[src/rtl/rs485x_pkg.sv]
package rs485x_pkg;

   typedef enum logic [1:0] {
      XM_DUPLEX   = 2'd0,
      XM_DIRECT   = 2'd1,
      XM_AUTO     = 2'd2,
      XM_AUTO_ALT = 2'd3
   } xmode_e;

   typedef enum logic [1:0] {
      TS_RX   = 2'd0,
      TS_TX   = 2'd1,
      TS_TAIL = 2'd2,
      TS_GAP  = 2'd3
   } tstate_e;

   // packed MSB first: mode[4:3], de_pol[2], re_pol[1], en[0]
   typedef struct packed {
      logic [1:0] mode;
      logic       de_pol;
      logic       re_pol;
      logic       en;
   } xctrl_t;

   localparam int    CTRL_BITS = 5;
   localparam xctrl_t CTRL_RST = '{mode: 2'd0, de_pol: 1'b1, re_pol: 1'b0, en: 1'b0};

endpackage

[src/rtl/rs485x_regs.sv]
module rs485x_regs
   import rs485x_pkg::*;
#(
   parameter int AW        = 2,
   parameter int DW        = 8,
   parameter int CTRL_ADDR = 0,
   parameter int DEEN_ADDR = 1,
   parameter int REEN_ADDR = 2
) (
   input  logic          clk,
   input  logic          rst_n,
   input  logic          wr_en,
   input  logic [AW-1:0] wr_addr,
   input  logic [DW-1:0] wr_data,
   input  logic [AW-1:0] rd_addr,
   output logic [DW-1:0] rd_data,
   output xctrl_t        ctrl,
   output logic          de_gate,
   output logic          re_gate
);

   localparam logic [AW-1:0] A_CTRL = AW'(CTRL_ADDR);
   localparam logic [AW-1:0] A_DEEN = AW'(DEEN_ADDR);
   localparam logic [AW-1:0] A_REEN = AW'(REEN_ADDR);
   localparam int            PADW   = DW - CTRL_BITS;

   initial begin
      assert (DW >= CTRL_BITS) else $error("rs485x_regs: DW too narrow for control");
      assert (CTRL_ADDR < (1 << AW) && DEEN_ADDR < (1 << AW) && REEN_ADDR < (1 << AW))
         else $error("rs485x_regs: address outside AW range");
      assert (CTRL_ADDR != DEEN_ADDR && CTRL_ADDR != REEN_ADDR && DEEN_ADDR != REEN_ADDR)
         else $error("rs485x_regs: address collision");
   end

   logic hit_ctrl, hit_deen, hit_reen;
   assign hit_ctrl = wr_en && (wr_addr == A_CTRL);
   assign hit_deen = wr_en && (wr_addr == A_DEEN);
   assign hit_reen = wr_en && (wr_addr == A_REEN);

   always_ff @(posedge clk or negedge rst_n) begin
      if (!rst_n) begin
         ctrl    <= CTRL_RST;
         de_gate <= 1'b0;
         re_gate <= 1'b0;
      end else begin
         if (hit_ctrl) ctrl    <= xctrl_t'(wr_data[CTRL_BITS-1:0]);
         if (hit_deen) de_gate <= wr_data[0];
         if (hit_reen) re_gate <= wr_data[0];
      end
   end

   always_comb begin
      rd_data = '0;
      if (rd_addr == A_CTRL)      rd_data = {{PADW{1'b0}}, ctrl};
      else if (rd_addr == A_DEEN) rd_data = {{(DW-1){1'b0}}, de_gate};
      else if (rd_addr == A_REEN) rd_data = {{(DW-1){1'b0}}, re_gate};
   end

   // gate writes keep bit 0 only
   a_r5_gate_write : assert property (@(posedge clk) disable iff (!rst_n)
      (wr_en && wr_addr == A_DEEN) |=> (de_gate == $past(wr_data[0])));

   // unmapped writes leave every register alone
   a_r10_unmapped_write : assert property (@(posedge clk) disable iff (!rst_n)
      (wr_en && wr_addr != A_CTRL && wr_addr != A_DEEN && wr_addr != A_REEN)
      |=> ($stable(ctrl) && $stable(de_gate) && $stable(re_gate)));

endmodule

[src/rtl/rs485x_rxhold.sv]
module rs485x_rxhold (
   input  logic clk,
   input  logic rst_n,
   input  logic gate_in,
   input  logic rx_busy,
   output logic gate_out
);

   logic held_q;

   always_ff @(posedge clk or negedge rst_n) begin
      if (!rst_n) held_q <= 1'b0;
      else        held_q <= gate_in | (held_q & rx_busy);
   end

   assign gate_out = gate_in | (held_q & rx_busy);

   // an open receive window survives until the frame ends
   a_r7_hold_frame : assert property (@(posedge clk) disable iff (!rst_n)
      (gate_out && rx_busy) |=> (gate_out || !rx_busy));

endmodule

[src/rtl/rs485x_turn.sv]
module rs485x_turn
   import rs485x_pkg::*;
#(
   parameter int TAIL_BITS = 1
) (
   input  logic    clk,
   input  logic    rst_n,
   input  logic    auto_on,
   input  logic    de_gate,
   input  logic    tx_pending,
   input  logic    tx_busy,
   input  logic    bit_tick,
   output tstate_e st_q
);

   localparam int CW = (TAIL_BITS > 1) ? $clog2(TAIL_BITS) : 1;
   localparam logic [CW-1:0] LAST = CW'(TAIL_BITS - 1);

   initial begin
      assert (TAIL_BITS >= 1) else $error("rs485x_turn: TAIL_BITS must be at least 1");
   end

   tstate_e       st_d;
   logic [CW-1:0] cnt_q, cnt_d;

   always_comb begin
      st_d  = st_q;
      cnt_d = cnt_q;
      if (!auto_on) begin
         st_d  = TS_RX;
         cnt_d = '0;
      end else begin
         unique case (st_q)
            TS_RX:   if (de_gate && tx_pending) st_d = TS_TX;
            TS_TX:   if (!tx_pending && !tx_busy) begin
                        st_d  = TS_TAIL;
                        cnt_d = '0;
                     end
            TS_TAIL: if (tx_pending) st_d = TS_TX;
                     else if (bit_tick) begin
                        if (cnt_q == LAST) st_d = TS_GAP;
                        else               cnt_d = cnt_q + 1'b1;
                     end
            TS_GAP:  st_d = TS_RX;
         endcase
      end
   end

   always_ff @(posedge clk or negedge rst_n) begin
      if (!rst_n) begin
         st_q  <= TS_RX;
         cnt_q <= '0;
      end else begin
         st_q  <= st_d;
         cnt_q <= cnt_d;
      end
   end

   // the gap state lasts exactly one cycle and leads to receive
   a_r9_gap_to_rx : assert property (@(posedge clk) disable iff (!rst_n)
      (st_q == TS_GAP) |=> (st_q == TS_RX));

   // an idle transmitter always leaves the transmit state
   a_r9_leave_tx : assert property (@(posedge clk) disable iff (!rst_n)
      (st_q == TS_TX && !tx_pending && !tx_busy) |=> (st_q != TS_TX));

endmodule

[src/rtl/rs485x_drive.sv]
module rs485x_drive
   import rs485x_pkg::*;
#(
   parameter bit OUT_REG = 1'b1
) (
   input  logic clk,
   input  logic rst_n,
   input  logic de_act,
   input  logic re_act,
   input  logic de_pol,
   input  logic re_pol,
   output logic de_pin,
   output logic re_pin
);

   logic de_lvl, re_lvl;
   assign de_lvl = de_pol ? de_act : ~de_act;
   assign re_lvl = re_pol ? re_act : ~re_act;

   generate
      if (OUT_REG) begin : g_reg
         always_ff @(posedge clk or negedge rst_n) begin
            if (!rst_n) begin
               de_pin <= ~CTRL_RST.de_pol;
               re_pin <= ~CTRL_RST.re_pol;
            end else begin
               de_pin <= de_lvl;
               re_pin <= re_lvl;
            end
         end
      end else begin : g_comb
         assign de_pin = de_lvl;
         assign re_pin = re_lvl;
      end
   endgenerate

endmodule

[src/rtl/rs485x_ctl.sv]
module rs485x_ctl
   import rs485x_pkg::*;
#(
   parameter int AW        = 2,
   parameter int DW        = 8,
   parameter int TAIL_BITS = 1,
   parameter bit OUT_REG   = 1'b1
) (
   input  logic          clk,
   input  logic          rst_n,
   input  logic          wr_en,
   input  logic [AW-1:0] wr_addr,
   input  logic [DW-1:0] wr_data,
   input  logic [AW-1:0] rd_addr,
   output logic [DW-1:0] rd_data,
   input  logic          tx_pending,
   input  logic          tx_busy,
   input  logic          rx_busy,
   input  logic          bit_tick,
   output logic          de_pin,
   output logic          re_pin
);

   xctrl_t  ctrl;
   logic    de_gate, re_gate_raw, re_gate;
   logic    auto_on, de_act, re_act;
   tstate_e st;

   rs485x_regs #(.AW(AW), .DW(DW)) u_regs (
      .clk(clk), .rst_n(rst_n), .wr_en(wr_en), .wr_addr(wr_addr), .wr_data(wr_data),
      .rd_addr(rd_addr), .rd_data(rd_data), .ctrl(ctrl),
      .de_gate(de_gate), .re_gate(re_gate_raw)
   );

   rs485x_rxhold u_hold (
      .clk(clk), .rst_n(rst_n), .gate_in(re_gate_raw), .rx_busy(rx_busy), .gate_out(re_gate)
   );

   // mode values 2 and 3 both select automatic turnaround
   assign auto_on = ctrl.en && ctrl.mode[1];

   rs485x_turn #(.TAIL_BITS(TAIL_BITS)) u_turn (
      .clk(clk), .rst_n(rst_n), .auto_on(auto_on), .de_gate(de_gate),
      .tx_pending(tx_pending), .tx_busy(tx_busy), .bit_tick(bit_tick), .st_q(st)
   );

   always_comb begin
      de_act = 1'b0;
      re_act = 1'b0;
      if (ctrl.en) begin
         if (ctrl.mode[1]) begin
            de_act = de_gate && (st == TS_TX || st == TS_TAIL);
            re_act = re_gate && (st == TS_RX);
         end else begin
            de_act = de_gate;
            re_act = re_gate;
         end
      end
   end

   rs485x_drive #(.OUT_REG(OUT_REG)) u_drive (
      .clk(clk), .rst_n(rst_n), .de_act(de_act), .re_act(re_act),
      .de_pol(ctrl.de_pol), .re_pol(ctrl.re_pol), .de_pin(de_pin), .re_pin(re_pin)
   );

   // a disabled controller asserts neither side
   a_r2_disabled_quiet : assert property (@(posedge clk) disable iff (!rst_n)
      !ctrl.en |-> (!de_act && !re_act));

   // automatic mode never drives and listens at once
   a_r9_interlock : assert property (@(posedge clk) disable iff (!rst_n)
      auto_on |-> !(de_act && re_act));

   // receive returns only after the driver was already off
   a_r9_break_before_make : assert property (@(posedge clk) disable iff (!rst_n)
      (auto_on && $past(auto_on) && $rose(re_act)) |-> !$past(de_act));

endmodule

[config.mk]
export PLATFORM = sky130hd
export DESIGN_NAME = rs485x_ctl
export DESIGN_NICKNAME = d
export VERILOG_FILES = /design/src/rtl/rs485x_pkg.sv /design/src/rtl/rs485x_regs.sv /design/src/rtl/rs485x_rxhold.sv /design/src/rtl/rs485x_turn.sv /design/src/rtl/rs485x_drive.sv /design/src/rtl/rs485x_ctl.sv
export SDC_FILE = /design/constraint.sdc
export NUM_CORES = 1
export LEC_CHECK = 0
export ABC_CLOCK_PERIOD_IN_PS = 1900
export CAP_MARGIN = 30
export CORE_AREA = 2 2 44 46
export CTS_CLUSTER_DIAMETER = 150
export CTS_CLUSTER_SIZE = 24
export DETAILED_ROUTE_END_ITERATION = 8
export DIE_AREA = 0 0 46 48
export PLACE_DENSITY_LB_ADDON = 0.3
export SLEW_MARGIN = 20
export SYNTH_ARGS = -nofsm -noshare
export SYNTH_HDL_FRONTEND = slang
export SYNTH_SLANG_ARGS = --single-unit
[constraint.sdc]
create_clock -name clk -period 1.9 [get_ports clk]
set_input_delay 0.38 -clock clk [delete_from_list [all_inputs] [get_ports clk]]
set_output_delay 0.38 -clock clk [all_outputs]
set_load 0.01 [all_outputs]
======== Word level (Yosys, flattened, before mapping) ========
Cells that the tools add are included.
W data, S select, Z words.
word-level totals
  word-level logic and storage cells ...... 68
  flip-flop bits (word level) ............. 13
  output and inout bits ................... 10
  bits of input ports ..................... 19
operators by class
  $add $sub $neg .......................... 1
  bitwise gates (word level) .............. 4
  equal/unequal tests ..................... 14
  mux-type cells .......................... 22
  reduce and logical (&&, ||, !) cells .... 16
operators by type and width
  operator               count
  $mux W8                2
  $ne A3 B3 Y1 const B   5
  $mux W1                12
  $mux W2                6
  $eq A2 B2 Y1 const B   4
  $logic_and A1 B1 Y1    8
  $ne A4 B4 Y1 const B   2
  $pmux W2 S4            1
  $reduce_and A4 Y1      2
  $eq A2 B1 Y1 const B   3
  $logic_not A2 Y1       3
  $logic_not A1 Y1       2
  $not A1 Y1             2
  $pmux W1 S2            1
  $add A1 B1 Y1 const B  1
  $and A1 B1 Y1          1
  $logic_or A1 B1 Y1     1
  $or A1 B1 Y1           1

======== Logic depth before layout (Yosys ltp) ========
  depth after elaboration ................. 7
  gate-level depth with buffers ........... 6
  depth with buffers taken out ............ 6

======== Hierarchy ========
From an unflattened synthesis, not the netlist that was laid out.
unflattened totals
  cells, all modules ...................... 56
  area total of the unflattened synthesis .. 625.6 µm²
modules (own cells, without submodules)
  module         cells each  seq. area each (µm²)  area an instance (µm²)  times used
  rs485x_regs    29          176.4                 366.6                   1
  rs485x_turn    11          50.0                  105.1                   1
  rs485x_drive   4           51.3                  68.8                    1
  rs485x_ctl     10          0.0                   52.6                    1
  rs485x_rxhold  2           25.0                  32.5                    1

======== Worst setup path before layout ========
No wires, ideal clock.
  path type ............................... register to register
  start ................................... reg u_turn.st_q[1]
  end ..................................... reg u_turn.st_q[1]
  cell stages (with the launch flop) ...... 6
  data arrival time ....................... 1252 ps
  period minus slack after synthesis ...... 1377 ps
  library setup time ...................... 125 ps
  buffers on the path ..................... 0
  data required time ...................... 1775 ps
  path slack .............................. 523 ps
  cells stage by stage .................... dfrtp_1 > inv_1 > ha_1 > inv_1 > o221ai_2 > mux2_2
on the way
  longest elaborated chain between the ends .. 3
  elaborated cells on any way between the ends .. 11
  classes of those cells .................. 7 x eq/ne; 2 x mux; 2 x reduce/logical
RTL lines
  what                                                                  line               text
  start: declaration                                                    rs485x_turn.sv:13  output tstate_e st_q
  start signal: assignment                                              rs485x_turn.sv:54  st_q <= st_d;
  $eq A2 B2 Y1, or another cell as far along                            rs485x_turn.sv:33  unique case (st_q)
  $ne A4 B4 Y1 (no source line), or another cell as far along           -
  $reduce_and A4 Y1 (no source line) / $mux W2 (equally long branches)  -
Several ways; a longest one is shown, not always the timed one.
A chain may end at the register's enable or synchronous reset.

======== Worst setup path after layout ========
  start ................................... reg u_drive.re_pin
  end ..................................... out re_pin
RTL lines
  what                      line                text
  start: declaration        rs485x_drive.sv:13  output logic re_pin
  start signal: assignment  rs485x_drive.sv:25  re_pin <= ~CTRL_RST.re_pol;
  start signal: assignment  rs485x_drive.sv:28  re_pin <= re_lvl;
  end: declaration          rs485x_ctl.sv:21    output logic re_pin
No word-level cell between the ends.

==> summary.txt <==
Run status
  • Status: completed

Setup path
  • CP max FO: 1
  • Arrival @ worst endpoint: 1.32 ns
  • Startpoint Class: flop
  • Max stage delay cell, worst path: dfstp_2
  • Cells along the critical path: clkdlybuf4s50_1
  • Req. time, crit path: 1.52 ns
  • Setup CP Type: flop to output pin
  • Endpoint class of the critical path: output pin
  • CP peak stage delay: 0.52 ns
  • Crit path max-delay family: flip-flops
  • WP buf/inv: 1

Detailed routing
  • Antenna-violating nets left: 0
  • Top layer in use: met4
  • DRC viols: 0
  • Pre-Repair DR Iteration Count: 4
  • Iter 0 DRT Violations: 4
  • DR WL/cell: 11.5 um
  • Met1 wire length: 546 um
  • Routed wl met3: 56 um
  • Via/cell ratio: 4.95
  • Final WL: 1.18 mm
  • Via count: 510
  • Routed met2 length: 560 um

STA
  • Worst slew margin: 64.3%
  • Worst Clk Skew: 0.00427 ns
  • Fmax achieved: 0.589 GHz
  • Fin crit period: 1.70 ns
  • Final hold violations: 0
  • Fin. max-slew vios: 0
  • Period utilisation layout: 89.3%
  • Worst-margin pin slew: 0.533 ns
  • RSZ-0062 raised after global routing: false
  • Setup-failing EPs final: 0

Final layout
  • Non-Filler Instances: 103
  • Area growth, synth to finish: 39.7%
  • Inserted Diodes: 0
  • Share of cells above drive strength 1: 22.1%
  • Nets: 109
  • Commonest cells after routing, fill and taps aside: 15 x clkdlybuf4s50_1, 10 x dfrtp_1, 7 x mux2_2, 7 x dlygate4sd2_1, 5 x inv_1
  • Fillers: 157
  • Most common cell after layout, fill and taps aside: clkdlybuf4s50_1

Clocking
  • CTS clk-pin slew, worst paths: 0.08 ns
  • Bufs on Longest Clock Path: 2
  • Clock root cell: clkbuf_4
  • CTS tree: built
  • CTS buffer count: 3
  • H-tree Lvls: 1
  • Clock sinks: 12
  • Worst-skew pair later-pin latency: 0.27 ns

Synth
  • Area contributors post-synth: dfrtp_1 38%, mux2_2 12%, dfstp_2 7.9%, ha_1 5.6%, buf_4 3.4%
  • Seq cells post-synth: 12
  • Synth Cell Area: 666 um^2
  • Ys Warns: 0
  • Distinct cells, synth: 23
  • Post-Synthesis Cells: 60
  • Post-synthesis area per instance: 11.1 um^2
  • Seq/Total Area, Yosys: 45.5%
  • Synth top area share: 37.6%
  • Area leader, netlist: dfrtp_1

Power
  • Lkg Pwr: 0.418 nW
  • Pwr per Cell Area: 807 nW/um^2
  • Overall power: 750 uW
  • Maximum VDD drop: 0.429 mV

Floorplanning
  • Initial core utilization: 39.4%
  • Die X: 46 um
  • Number of placed I/O pins: 29
  • Row Count: 15
  • Die area: 2210 um^2
  • Core area: 1690 um^2
  • Die span in y: 48 um

Global route
  • Largest net degree at the start of global routing: 13
  • Tot GR Track Use: 13.1%
  • Overflow after GRT: 0
  • Antenna violations before repair: 0
  • Vias in the first global route: 479
  • First-pass GRT wire length: 1.96 mm

Place
  • RePlAce Congestion: 0.782
  • DPL Wire Length: 957 um
  • Placed cell count: 98
  • # port buffers: 22

Worst hold path
  • Worst min path class: input pin to async pin

Run
  • Max Cap Viol: 0
==> state kept, by name, indices dropped and copies added, names as in the netlist <==
register / flops
u_drive.de_pin: 1
u_drive.re_pin: 1
u_regs.re_gate: 1
u_regs.ctrl: 5
u_turn.st_q: 2
u_regs.de_gate: 1
u_hold.held_q: 1
==> layout make-up <==
class / instances / area (um^2) / area share [%]
multi-input cells: 42 / 332 / 35.7
clock buffers: 4 / 36.3 / 3.90
well taps: 17 / 21.3 / 2.29
repair buffers: 23 / 219 / 23.6
inverters: 5 / 18.8 / 2.02
flip-flops and latches: 12 / 303 / 32.6
==> path summary, 6_finish.rpt <==
kind / start / end / slack [ns] / depth (start not counted)
max: u_drive.re_pin / re_pin / 0.20 / 1
min: rst_n / u_regs.ctrl[3] / 0.45 / 1
max reg2reg: u_turn.st_q[1] / u_turn.st_q[1] / 0.43 / 5
min reg2reg: u_regs.ctrl[1] / u_drive.re_pin / 0.46 / 1
max in group asynchronous: rst_n / u_drive.re_pin / 1.09 / 1
min in group clk: u_regs.ctrl[1] / u_drive.re_pin / 0.46 / 1
==> where the power goes <==
part           total, mW  internal [mW]  switching [mW]
registers          0.346          0.314          0.0325
clock network      0.208          0.116          0.0917
logic              0.195          0.116          0.0793
==> Yosys cell counts (all sizes together) <==
| cell type | n |
|---|---|
| conb | 1 |
| nand2 | 4 |
| xor2 | 2 |
| nor2 | 5 |
| a2bb2oi | 1 |
| inv | 5 |
| nor3b | 1 |
| o21ai | 3 |
| dfrtp | 10 |
| dfstp | 2 |
| buf | 3 |
| o211ai | 2 |
| o221ai | 1 |
| and2 | 3 |
| a21oi | 1 |
| nor3 | 1 |
| mux2i | 1 |
| a221oi | 1 |
| ha | 3 |
| a21o | 1 |
| mux2 | 7 |
| nand3b | 2 |
==> cells by family after synthesis <==
family / count (synthesis) / share of synthesized area, %
AOI/OAI and AO/OA: 10 / 12.4
xor gates and xnor gates: 2 / 2.63
adders and majority gates: 3 / 5.64
buffers and inverters: 8 / 6.20
DFF: 12 / 45.5
muxes: 8 / 13.3
other: 1 / 0.563
and+or+nand+nor: 16 / 13.7
==> metrics by stage <==
step / hold slack, ns / instance area (um^2) / TNS, ns / setup WS, ns / utilization [%]
floorplan: 0.0844 / 673 / 0 / 0.523 / -
global placement: 0.437 / 892 / -0.738 / -0.173 / 52.8
detailed placement: 0.449 / 892 / -0.835 / -0.201 / 52.8
CTS: 0.463 / 930 / 0 / 0.190 / 55.0
global route: 0.494 / 930 / 0 / 0.170 / 55.0
finish: 0.445 / 930 / 0 / 0.203 / 55.0
==> routing by layer <==
| metal | GRT usage (%) | up-vias |
|---|---|---|
| li1 | - | 258 |
| met1 | 15.0 | 234 |
| met2 | 21.4 | 16 |
| met3 | 3.40 | 2 |
| met4 | 8.57 | 0 |
| met5 | 0 | - |
==> timing repair <==
| item | CTS | global route |
|---|---|---|
| setup buffers | 1 | 0 |
| hold buffers | 0 | 0 |
| resized for setup | 8 | 0 |
| endpoints found under the setup margin | 5 | 0 |
Note: power is estimated with default switching activity, not from simulation.
